--- config.mk ---
export PLATFORM = sky130hd
export DESIGN_NAME = prog_page_ext
export DESIGN_NICKNAME = d
export VERILOG_FILES = /design/src/rtl/prog_page_ext.sv
export SDC_FILE = /design/constraint.sdc
export NUM_CORES = 1
export LEC_CHECK = 0
export ABC_AREA = 1
export BUFFER_PORTS_ARGS = -buffer_cell sky130_fd_sc_hd__buf_2
export CORE_UTILIZATION = 32
export DETAILED_ROUTE_END_ITERATION = 6
export HOLD_SLACK_MARGIN = 0.12
export PLACE_DENSITY = 0.87
export SETUP_SLACK_MARGIN = 0.02
export SLEW_MARGIN = 20
export SYNTH_ARGS = -nofsm -noshare
export SYNTH_HDL_FRONTEND = slang
export SYNTH_SLANG_ARGS = --single-unit
--- constraint.sdc ---
create_clock -name clk -period 0.9 [get_ports clk]
set_input_delay 0.09 -clock clk [delete_from_list [all_inputs] [get_ports clk]]
set_output_delay 0.09 -clock clk [all_outputs]
set_load 0.05 [all_outputs]
--- src/rtl/prog_page_ext.sv ---
module prog_page_ext #(
  parameter int PAGE_W    = 7,
  parameter int OFS_W     = 16,
  parameter int DATA_W    = 16,
  parameter int DADDR_W   = 16,
  parameter int ROM_WORDS = 131072,
  parameter logic [15:0] PAGE_ADDR = 16'h001E,
  parameter logic [15:0] BOOT_OFS  = 16'hFF80
) (
  input  logic                      clk,
  input  logic                      rst_n,
  input  logic                      mode_n_i,
  input  logic                      fetch_req_i,
  input  logic [OFS_W-1:0]          pc_ofs_i,
  output logic [PAGE_W+OFS_W-1:0]   paddr_o,
  output logic                      onchip_sel_o,
  output logic                      ext_strobe_o,
  input  logic [DADDR_W-1:0]        daddr_i,
  input  logic                      dwe_i,
  input  logic [DATA_W-1:0]         dwdata_i,
  output logic [DATA_W-1:0]         drdata_o
);
  localparam int PA_W = PAGE_W + OFS_W;

  logic [PAGE_W-1:0] page_q;
  logic              in_rst_q;
  logic              boot_q;
  logic              map_q;
  logic              page_hit;
  logic              map_now;
  logic              req;
  logic              in_rom;
  logic              unused_hi;

  assign page_hit  = daddr_i == DADDR_W'(PAGE_ADDR);
  assign map_now   = in_rst_q ? ~mode_n_i : map_q;
  assign req       = fetch_req_i & rst_n;
  assign unused_hi = ^dwdata_i[DATA_W-1:PAGE_W];

  assign paddr_o = boot_q ? PA_W'(BOOT_OFS) : {page_q, pc_ofs_i};
  assign in_rom  = {1'b0, paddr_o} < (PA_W+1)'(ROM_WORDS);

  assign onchip_sel_o = req &  (map_now & in_rom);
  assign ext_strobe_o = req & ~(map_now & in_rom);

  assign drdata_o = page_hit ? DATA_W'(page_q) : '0;

  always_ff @(posedge clk) begin
    if (!rst_n) begin
      page_q   <= '0;
      in_rst_q <= 1'b1;
      boot_q   <= 1'b1;
      map_q    <= 1'b0;
    end else begin
      in_rst_q <= 1'b0;
      if (in_rst_q)
        map_q <= ~mode_n_i;
      if (fetch_req_i)
        boot_q <= 1'b0;
      if (dwe_i && page_hit)
        page_q <= dwdata_i[PAGE_W-1:0];
    end
  end
endmodule


# Word-level counts from Yosys, hierarchy flattened
# Index checks and enable logic that the tools add are counted.
# word_totals
regBits	10
# op_classes
reduce_logical	1
eq_ne	1
n_lt_le_gt_ge	1
n_mux	4
n_bitwise	6
# op_table
operator	count
< comparator 23 x 18 -> 1 bit (second input constant)	1
2-to-1 mux 23 bit	1
== test 16 x 5 -> 1 bit (second input constant)	1
2-to-1 mux 7 bit	1
AND 1 bit	4
2-to-1 mux 1 bit	2
inverter 1 bit	2
logical AND 1 bit	1

# Logic depth before layout (Yosys ltp)
# Gate-level depths: netlist of the first run.
# logic_depth
depth_word	5
mapped_depth	9
mapped_depth_nobuf	8

# Worst setup path before layout of the first run
# Ideal clock, no wire load.
# synth_timing
path_type	reg2out
from	reg boot_q
to	out ext_strobe_o
setup_slack_ns	-0.905
path_buffers	0
arrival_ns	1.715
stages_incl_launch_ff	5
cell_sequence	dfxtp_1 -> nor2_1 -> nor2_1 -> nand4_1 -> and3_1
# synth_via
elab_chain_len	5
# synth_lines
element	line_no	source
start, declared	27	logic boot_q;
start signal, assigned	52	boot_q <= 1'b1;
start signal, assigned	59	boot_q <= 1'b0;
2-to-1 mux 23 bit	40	assign paddr_o = boot_q ? PA_W'(BOOT_OFS) : {page_q, pc_ofs_i};
named net paddr_o[18]	15	output logic [PAGE_W+OFS_W-1:0] paddr_o,
< comparator 23 x 18 -> 1 bit	41	assign in_rom = {1'b0, paddr_o} < (PA_W+1)'(ROM_WORDS);
AND 1 bit	44	assign ext_strobe_o = req & ~(map_now & in_rom);
inverter 1 bit	44	
AND 1 bit	44	
end, declared	17	output logic ext_strobe_o,
# The timed path passes the listed nets, and every way through them passes these cells.

# Final worst setup path of the first run
# layout_timing
from	reg boot_q
to	out onchip_sel_o
# layout_via
elab_chain_len	4
# layout_lines
element	line_no	source
2-to-1 mux 23 bit	40	
< comparator 23 x 18 -> 1 bit	41	
AND 1 bit (2 in a row)	43	assign onchip_sel_o = req & (map_now & in_rom);
end, declared	16	output logic onchip_sel_o,
# Every way passes these cells.

==> metrics.txt, run 1 <==
cell taking the most area after synthesis=dfxtp_1; FF+latch count, synth=10; kind of critical path=reg2out; DRC errors left=0; First DRT Iteration DRCs=50; post-synth cell types=17; startpoint type of the worst setup path=flip-flop; area of all sequential standard cells=221.5 um^2; pin count of the biggest net entering global routing=15; # rows=17; Max Clk Rate=655.0 MHz; Vias=1326; critical path peak fanout=4; H-Tree Depth=1; Total Wirelength=5059 um; Post-Synthesis Cells=128; top-count cell post-synth=nor2_1; initial core utilization=0.3365; initial antenna violation count=0; Pins Over Slew Limit=0; area of the core=2212 um^2; Die W=50.24 um; area of the multi-input gates=737.0 um^2; placed cell area=1343 um^2; fin area=2069 um^2; final period utilization=1.696; Final Hold Viols=0; cell family with most CP delay=simple AND/OR/NAND/NOR gates; Synth area leaders=dfxtp_1 27%, nor2_1 22%, nand2_1 11%; Setup WS post-layout=-0.6267 ns; # diodes=0; share of the synthesized area in the top cell type=0.2689; Die ar.=2524 um^2; Root Buffer=clkbuf_4; Worst path slowest cell=dfxtp_4; P per Cell Area=807.5 nW/um^2; fin crit period=1.527 ns; Core Util, Final=0.9355; # clock sinks=10; CP most frequent cell=nor2_4; Commonest cells post-synth=44 x nor2_1, 21 x nand2_1, 19 x inv_1; crit-path cells=nor2_4, nor2_2, nand4_1, buf_4, nor2_4, buf_8; Lkg Pwr=0.9509 nW; CTS tree=built; clk_skew=0.00008918 ns; ys flop type=dfxtp_1; violated checks=negative setup slack; Mean Syn Cell Area=5.816 um^2; maximum buffer depth of the clock tree=2; CTS clk-pin slew, worst paths=0.07 ns; sequential area share after synthesis=0.2689; RSZ-0062 raised after global routing=yes; clk_lat worst skew=0.26 ns; Worst setup EP type=output port; maximum vdd drop=1.467 mV; Area Overhead vs Synth=178.0%; Post-Syn Area=744.5 um^2; vias in the first global route=1257; number of synthesized flops with an enable pin=0; hold depth=3; Port-buffer cells=75; buffer and inverter count on the worst path=2; CP peak stage delay=0.40 ns; hpwl dp=1786 um; RePlAce Congestion=0.7159; number of max-cap violations=0; Worst R2R Path Depth=2; total CTS buffers=3; total track usage=0.3168; WP data arrival=1.44 ns; fill cell count=57; Die H=50.24 um; gr ovfl total=0; WHS=0.2499 ns; YS warnings=0; global-route wire length before repair=5809 um; Synth async-reset ratio=0; CP Depth=6; IO Count=94; Pre-Repair DR Iteration Count=4; share of layout cells above drive strength 1=0.7522; post-route ant nets=0; Setup violations, final=37; Worst EP required=0.81 ns; nets=280; status=complete, but fails checks; Tot Pwr=1.671 mW; routed len/inst=19.92 um; Via density=5.220; Worst Hold Class=in2reg
## kinds of logic (layout without fill, tap and decap cells)
group | Yosys count | after routing | share of synthesized area
buffers and inverters | 32 | 121 | 0.2302
other | 1 | 9 | 0.005037
and+or+nand+nor | 80 | 81 | 0.4588
DFF | 10 | 10 | 0.2689
AOI/OAI and AO/OA | 5 | 5 | 0.03697
## area by class of cell
class / instances / share of cell area
multi-input cells: 95 / 0.3561
inverters: 19 / 0.03809
well taps: 28 / 0.01693
flip-flops and latches: 10 / 0.1070
clock buffers: 4 / 0.01753
repair buffers: 98 / 0.4643
## what timing repair did
item                                    4_1_cts  5_1_grt
endpoints found under the setup margin       32       39
gates resized for setup                      94       58
pin swaps                                    22       13
gates cloned                                  0        3
hold buffers                                  9        1
endpoints found under the hold margin         9        2
buffers inserted                              3        4
## routing by layer
layer | GRT usage | up-vias | wire length [um]
li1 | - | 558 | -
met1 | 0.2928 | 626 | 1722
met2 | 0.6089 | 113 | 2520
met3 | 0.06970 | 29 | 509
met4 | 0.2048 | 0 | 307
met5 | 0 | - | 0
## worst register-to-register path: stages (launching register included)
cell and delay [ns]:
dfxtp_4 0.40, inv_2 0.07, o21ai_0 0.31
## power by group
part	switching (mW)	internal (mW)
clock network	0.164	0.246
logic	0.461	0.345
registers	0.0131	0.443
total	0.638	1.03
## final timing paths
kind,from,end,slack (ns)
worst max-delay path,boot_q,onchip_sel_o,-0.63
worst min-delay path,rst_n,in_rst_q,0.25
worst max register to register,boot_q,boot_q,-0.01
worst min register to register,in_rst_q,map_q,0.49
## registers in the layout (all words and copies together), names as in the netlist
signal,cells
boot_q,1
in_rst_q,1
map_q,1
page_q,7
## placed cells by master (no fill, tap or decap), drive strengths merged
cell          n
a211oi        1
a21oi         1
and3          1
buf          86
clkbuf        6
conb          9
dfxtp        10
dlygate4sd3  10
inv          19
nand2        21
nand3         2
nand4         1
nor2         47
o21ai         3
or2           9
## per-stage QoR
step | setup slack, ns | setup TNS (ns) | cells
floorplan | -0.3543 | -1.263 | 136
global placement | -0.3121 | -7.378 | 232
detailed placement | -0.3454 | -7.660 | 232
CTS | -0.5154 | -11.36 | 248
global route | -0.6418 | -15.10 | 254
finish | -0.6267 | -14.12 | 254
Power figures use the tool's default switching activity.
==> run 2, diff against run 1 <==
--- a/config.mk
+++ b/config.mk
@@ -6,11 +6,12 @@
 export NUM_CORES = 1
 export LEC_CHECK = 0
 export ABC_AREA = 1
-export BUFFER_PORTS_ARGS = -buffer_cell sky130_fd_sc_hd__buf_2
-export CORE_UTILIZATION = 32
+export CORE_MARGIN = 2
+export CORE_UTILIZATION = 45
 export DETAILED_ROUTE_END_ITERATION = 6
+export DONT_BUFFER_PORTS = 1
 export HOLD_SLACK_MARGIN = 0.12
-export PLACE_DENSITY = 0.87
+export PLACE_DENSITY = 0.67
 export SETUP_SLACK_MARGIN = 0.02
 export SLEW_MARGIN = 20
 export SYNTH_ARGS = -nofsm -noshare
==> run 2 against run 1 <==
Compared with the run above: the run now fails in clock tree synthesis; synthesized cell count did not move; area after synthesis did not move.
==> metrics.txt, run 2 <==
status=stopped before the end; Failed at=clock tree synthesis; Err=[ERROR DPL-0038] Utilization greater than 100%, impossible to legalize; ys flop type=dfxtp_1; Root Buffer=clkbuf_4; RePlAce Congestion=0.7789 (+8.8%); Synth area leaders=dfxtp_1 27%, nor2_1 22%, nand2_1 11%; H-Tree Depth=1 (unchanged); maximum buffer depth of the clock tree=2 (unchanged); total CTS buffers=3 (unchanged); post-synth cell types=17 (unchanged); sequential area share after synthesis=0.2689 (unchanged); Die W=44.68 um (-11%); Cells after DPL=166 (-28%); # clock sinks=10 (unchanged); # rows=14 (-3); share of the synthesized area in the top cell type=0.2689 (unchanged); post-CTS resize count=40 (-57%); hpwl dp=2222 um (+24%); Post-CTS Setup Inserts=3 (unchanged); top-count cell post-synth=nor2_1; Port-buffer cells=0 (-100%); Commonest cells post-synth=44 x nor2_1, 21 x nand2_1, 19 x inv_1; cell taking the most area after synthesis=dfxtp_1; cts hold-fix bufs=10 (+1); FF+latch count, synth=10 (unchanged); Post-Syn Area=744.5 um^2 (unchanged); Die H=44.68 um (-11%); number of synthesized flops with an enable pin=0 (unchanged); initial core utilization=0.4885 (+0.1520); Synth async-reset ratio=0 (unchanged); YS warnings=0 (unchanged); Post-Synthesis Cells=128 (unchanged); Mean Syn Cell Area=5.816 um^2 (unchanged); IO Count=94 (unchanged)
-- run 2: cell counts after synthesis --
Identical to the previous run, type by type.
-- run 2: stage by stage --
step           area, um^2  hold WS, ns  worst slack [ns]
2_1_floorplan        1006       0.1660           -0.3543
3_5_place_dp         1360       0.1730           -0.2765
3_3_place_gp         1360       0.1689           -0.2111
-- run 2: logic make-up after synthesis --
kind of cell	synth area share
simple gates	0.4588
buf+inv	0.2302
flops	0.2689
compound gates	0.03697
other cells	0.005037
==> run 3, diff against run 2 <==
--- a/config.mk
+++ b/config.mk
@@ -6,13 +6,11 @@
 export NUM_CORES = 1
 export LEC_CHECK = 0
 export ABC_AREA = 1
-export CORE_MARGIN = 2
-export CORE_UTILIZATION = 45
+export CORE_AREA = 2 2 63 65
 export DETAILED_ROUTE_END_ITERATION = 6
+export DIE_AREA = 0 0 65 67
 export DONT_BUFFER_PORTS = 1
-export HOLD_SLACK_MARGIN = 0.12
-export PLACE_DENSITY = 0.67
-export SETUP_SLACK_MARGIN = 0.02
+export PLACE_DENSITY_LB_ADDON = 0.15
 export SLEW_MARGIN = 20
 export SYNTH_ARGS = -nofsm -noshare
 export SYNTH_HDL_FRONTEND = slang
==> run 3 against run 2 <==
Compared with the run above: the flow now finishes, with violations (negative setup slack).
==> metrics.txt, run 3 (synthesis results as in run 1) <==
Reg2Reg Setup Slack=0.11 ns; sequential power share=0.278; buffer and inverter count on the worst path=2; CTS clk-pin slew, worst paths=0.05 ns; share of layout cells above drive strength 1=0.6554; P_int=1.098 mW; total CTS buffers=3 (unchanged); Root Buffer=clkbuf_8; Die W=65 um (+45%); placed cell area=1420 um^2 (+4.4%); Pre-Repair DR Iteration Count=4; violated checks=negative setup slack; Port-buffer cells=0 (unchanged); commonest non-fill, non-tap cell in the layout=nor2_4; Sw Share=0.3371; global-route wire length before repair=4098 um; Worst path slowest cell=dfxtp_4; r2r endpoint=map_q; pin count of the biggest net entering global routing=15; max reg flops=7; # clock sinks=10 (unchanged); fin crit period=1.393 ns; Clk network pwr share=0.342; Biggest register=page_q; WP data arrival=1.30 ns; DRC errors left=0; Die ar.=4355 um^2; # rows=22 (+8); CTS tree=built; Comb power frac=0.381; hpwl dp=1935 um (-13%); R2R Path Start=in_rst_q; Die H=67 um (+50%); Total Wirelength=2681 um; maximum vdd drop=0.4333 mV; P per Cell Area=862.6 nW/um^2; Pins Over Slew Limit=0; clk_lat worst skew=0.24 ns; nets=231; cell family with most CP delay=simple AND/OR/NAND/NOR gates; crit-path cells=buf_12, nor2_4, nor2_2, nand4_1, nor2_4, buf_12; final period utilization=1.548; Setup WS post-layout=-0.4928 ns; Final Hold Viols=0; status=complete, but fails checks; initial core utilization=0.2065 (-0.2821); CP Depth=6; number of max-cap violations=0; Psw=558.5 uW; Worst R2R Path Depth=3; hold depth=4; vias in the first global route=910; Vias=909; fill cell count=341; Worst Hold Class=in2reg; startpoint type of the worst setup path=flip-flop; Worst setup EP type=output port; fin area=1921 um^2; routed len/inst=11.92 um; Hold EP=page_q[5]; commonest cells after routing, fill and taps aside=27 x nor2_4, 23 x buf_12, 16 x nor2_1; critical path peak fanout=4; # diodes=0; Via density=4.040; CP peak stage delay=0.36 ns; Area Overhead vs Synth=158.0%; IO Count=94 (unchanged); total track usage=0.1244; pre-CTS setup slack=-0.2489 ns (+0.02761 ns); RePlAce Congestion=0.8482 (+8.9%); H-Tree Depth=1 (unchanged); Setup violations, final=33; maximum buffer depth of the clock tree=2 (unchanged); hold path start=dwe_i; clk_skew=0.00008274 ns; area of the core=3606 um^2; First DRT Iteration DRCs=9; initial antenna violation count=0; post-route ant nets=0; kind of critical path=reg2out; RSZ-0062 raised after global routing=yes; Lkg Pwr=0.7968 nW; Worst EP required=0.81 ns; gr ovfl total=0; Max Clk Rate=718.0 MHz
run 3: timing repair:
item	CTS	global route
setup endpoints to repair	32	40
setup buffers	6	5
hold buffers	10	0
pin swaps	14	22
resized for setup	28	38
cloned	3	1
hold endpoints to repair	10	0
run 3: area by class of cell:
| type | instances | area, um^2 | share of cell area |
|---|---|---|---|
| multi-input combinational | 94 | 698.2 | 0.3635 |
| tap | 48 | 60.06 | 0.03127 |
| inverter | 19 | 93.84 | 0.04886 |
| timing repair buffer | 50 | 799.5 | 0.4163 |
| sequential | 10 | 214.0 | 0.1114 |
| clock buffer | 4 | 55.05 | 0.02866 |
run 3: stage by stage:
step	cells	hold slack, ns	total power, mW	TNS [ns]	util
2_1_floorplan	136	0.1660	0.8974	-1.263	-
3_3_place_gp	199	0.1676	0.9517	-4.250	0.3938
3_5_place_dp	199	0.1731	0.9571	-5.104	0.3938
4_1_cts	222	0.2110	1.667	-9.990	0.4924
5_1_grt	225	0.2345	1.722	-11.41	0.5326
6_report	225	0.2099	1.657	-9.879	0.5326
run 3: how the worst max path moves through the flow:
stage | start | to
global placement | boot_q | paddr_o[13]
floorplan | page_q[1] | ext_strobe_o
global route | boot_q | onchip_sel_o
CTS | boot_q | onchip_sel_o
detailed placement | boot_q | onchip_sel_o
finish | boot_q | onchip_sel_o
run 3: power by group through the flow:
stage / clock network [mW] / registers (mW) / logic [mW]
after floorplan: 0 / 0.472 / 0.425
after global placement: 0 / 0.468 / 0.483
after detailed placement: 0 / 0.469 / 0.488
after CTS: 0.586 / 0.459 / 0.621
after global routing: 0.601 / 0.461 / 0.660
final: 0.566 / 0.460 / 0.631
run 3: worst register-to-register path: cells and delay by family (launching register included):
kind	cells	cell delay, ns
and+or+nand+nor	1	0.06
DFF	1	0.34
buffers and inverters	1	0.12
AOI/OAI and AO/OA	1	0.17
run 3: layer usage:
metal / global-route usage / up-vias / routed length (um)
li1: - / 454 / -
met5: 0 / - / 0
met2: 0.2474 / 50 / 1496
met1: 0.1203 / 401 / 922
met3: 0.01858 / 4 / 207
met4: 0.07181 / 0 / 54
==> run 4, diff against run 3 <==
--- a/config.mk
+++ b/config.mk
@@ -10,6 +10,7 @@
 export DETAILED_ROUTE_END_ITERATION = 6
 export DIE_AREA = 0 0 65 67
 export DONT_BUFFER_PORTS = 1
+export GPL_TIMING_DRIVEN = 0
 export PLACE_DENSITY_LB_ADDON = 0.15
 export SLEW_MARGIN = 20
 export SYNTH_ARGS = -nofsm -noshare
==> run 4 against run 3 <==
Compared with the run above: the run ends with negative hold slack, negative setup slack left; die area did not move; total power is 13% lower; non-clock buffer count is 16 lower; clock-buffer cell count shrank 1; sequential power is essentially flat; sequential share of layout area increased by 3.0 points.
==> metrics.txt, run 4 (synthesis results as in run 1) <==
status=complete, but fails checks; violated checks=negative hold slack, negative setup slack; IO Count=94 (unchanged); # diodes=0 (unchanged); initial core utilization=0.2065 (unchanged); Pre-Repair DR Iteration Count=6 (+2); clk_skew=0.00005589 ns (-0.00002685 ns); Max Clk Rate=671.8 MHz (-6.4%); Area Overhead vs Synth=100.7%; Worst path slowest cell=dfxtp_4; placed cell area=1066 um^2 (-25%); crit-path cells=nor2_4, nor2_1, nand4_1, and3_4; vias in the first global route=818 (-10%); area of the core=3606 um^2 (unchanged); DRC errors left=0 (unchanged); global-route wire length before repair=3291 um (-20%); Worst EP required=0.81 ns (about the same); # clock sinks=10 (unchanged); total CTS buffers=3 (unchanged); Worst Hold Class=in2reg; routed len/inst=11.72 um (-1.7%); maximum buffer depth of the clock tree=2 (unchanged); Die W=65 um (unchanged); Die H=67 um (unchanged); fin area=1494 um^2 (-22%); Biggest register=page_q; RSZ-0062 raised after global routing=yes; P per Cell Area=960.8 nW/um^2 (+11%); Cells after DPL=184 (-7.5%); clk_lat worst skew=0.23 ns (about the same); Total Wirelength=2437 um (-9.1%); gr ovfl total=0 (unchanged); Port-buffer cells=0 (unchanged); H-Tree Depth=1 (unchanged); commonest non-fill, non-tap cell in the layout=nor2_4; Die ar.=4355 um^2 (unchanged); pre-CTS setup slack=-0.4149 ns (-0.1660 ns); critical path peak fanout=5 (+1); number of max-cap violations=0 (unchanged); CTS clk-pin slew, worst paths=0.05 ns (about the same); RePlAce Congestion=0.7410 (-13%); nets=215 (-6.9%); # rows=22 (unchanged); commonest cells after routing, fill and taps aside=34 x nor2_4, 15 x nand2_1, 14 x buf_4; Setup violations, final=39 (+18%); CTS tree=built; total track usage=0.09765 (-0.02677); kind of critical path=reg2out; startpoint type of the worst setup path=flip-flop; post-route ant nets=0 (unchanged); Tot Pwr=1.435 mW (-13%); pin count of the biggest net entering global routing=11 (-4); Final Non-Filler Cells=208 (-7.6%); max reg flops=7 (unchanged); final period utilization=1.654 (+0.1064); WP data arrival=1.40 ns (+0.10 ns); Setup WS post-layout=-0.5885 ns (-0.09577 ns); share of layout cells above drive strength 1=0.6563 (+0.0008828); Pins Over Slew Limit=0 (unchanged); maximum vdd drop=0.3422 mV (-21%); Lkg Pwr=0.6147 nW (-23%); Via density=4.010 (-0.75%); fin crit period=1.489 ns (+0.09577 ns); Root Buffer=clkbuf_8; First DRT Iteration DRCs=10 (+1); hpwl dp=1681 um (-13%); Worst setup EP type=output port; Final Hold Viols=5 (+5); initial antenna violation count=0 (unchanged); CP peak stage delay=0.37 ns (about the same); Vias=834 (-8.3%); WHS=-0.01511 ns (-0.2250 ns)
run 4: critical path: cells and delay by family, from the launching register on:
| family | cells | cell delay (ns) |
|---|---|---|
| flops | 1 | 0.37 |
| simple gates | 4 | 0.79 |
run 4: power breakdown:
group	internal, mW	total (mW)	switching, mW
clock network	0.292	0.454	0.163
logic	0.169	0.519	0.350
registers	0.452	0.462	0.00994
run 4: timing repair:
action,in CTS,in global routing
buffers inserted,9,7
gates resized for setup,38,33
endpoints found under the setup margin,32,39
hold buffers,5,0
endpoints found under the hold margin,5,0
cloned,1,1
pin swaps,24,13
run 4: path summary, 6_finish.rpt:
kind	startpoint	endpoint	slack (ns)	depth (start not counted)
max reg2reg	page_q[2]	page_q[2]	-0.02	7
min reg2reg	in_rst_q	map_q	0.47	1
min	dwdata_i[4]	page_q[4]	-0.02	2
max	boot_q	ext_strobe_o	-0.59	4
run 4: final cells by class:
cell class              count  area (um^2)
fillers                   373         2112
repair buffers             23        271.5
multi-input cells          94        725.7
flip-flops and latches     10        211.5
clock buffers               3        41.29
well taps                  48        60.06
inverters                  19        91.34
plain buffers              11        92.59
run 4: per-stage QoR:
stage	utilization	setup TNS, ns
4_1_cts	0.3716	-10.02
2_1_floorplan	-	-1.263
6_report	0.4143	-10.64
3_3_place_gp	0.2956	-2.943
3_5_place_dp	0.2956	-3.214
5_1_grt	0.4143	-11.97
run 4: per-layer routing:
metal	wire length, um	global-route usage
met3	225	0.02534
met4	17	0.03989
met2	1418	0.2075
met1	776	0.08384
met5	0	0
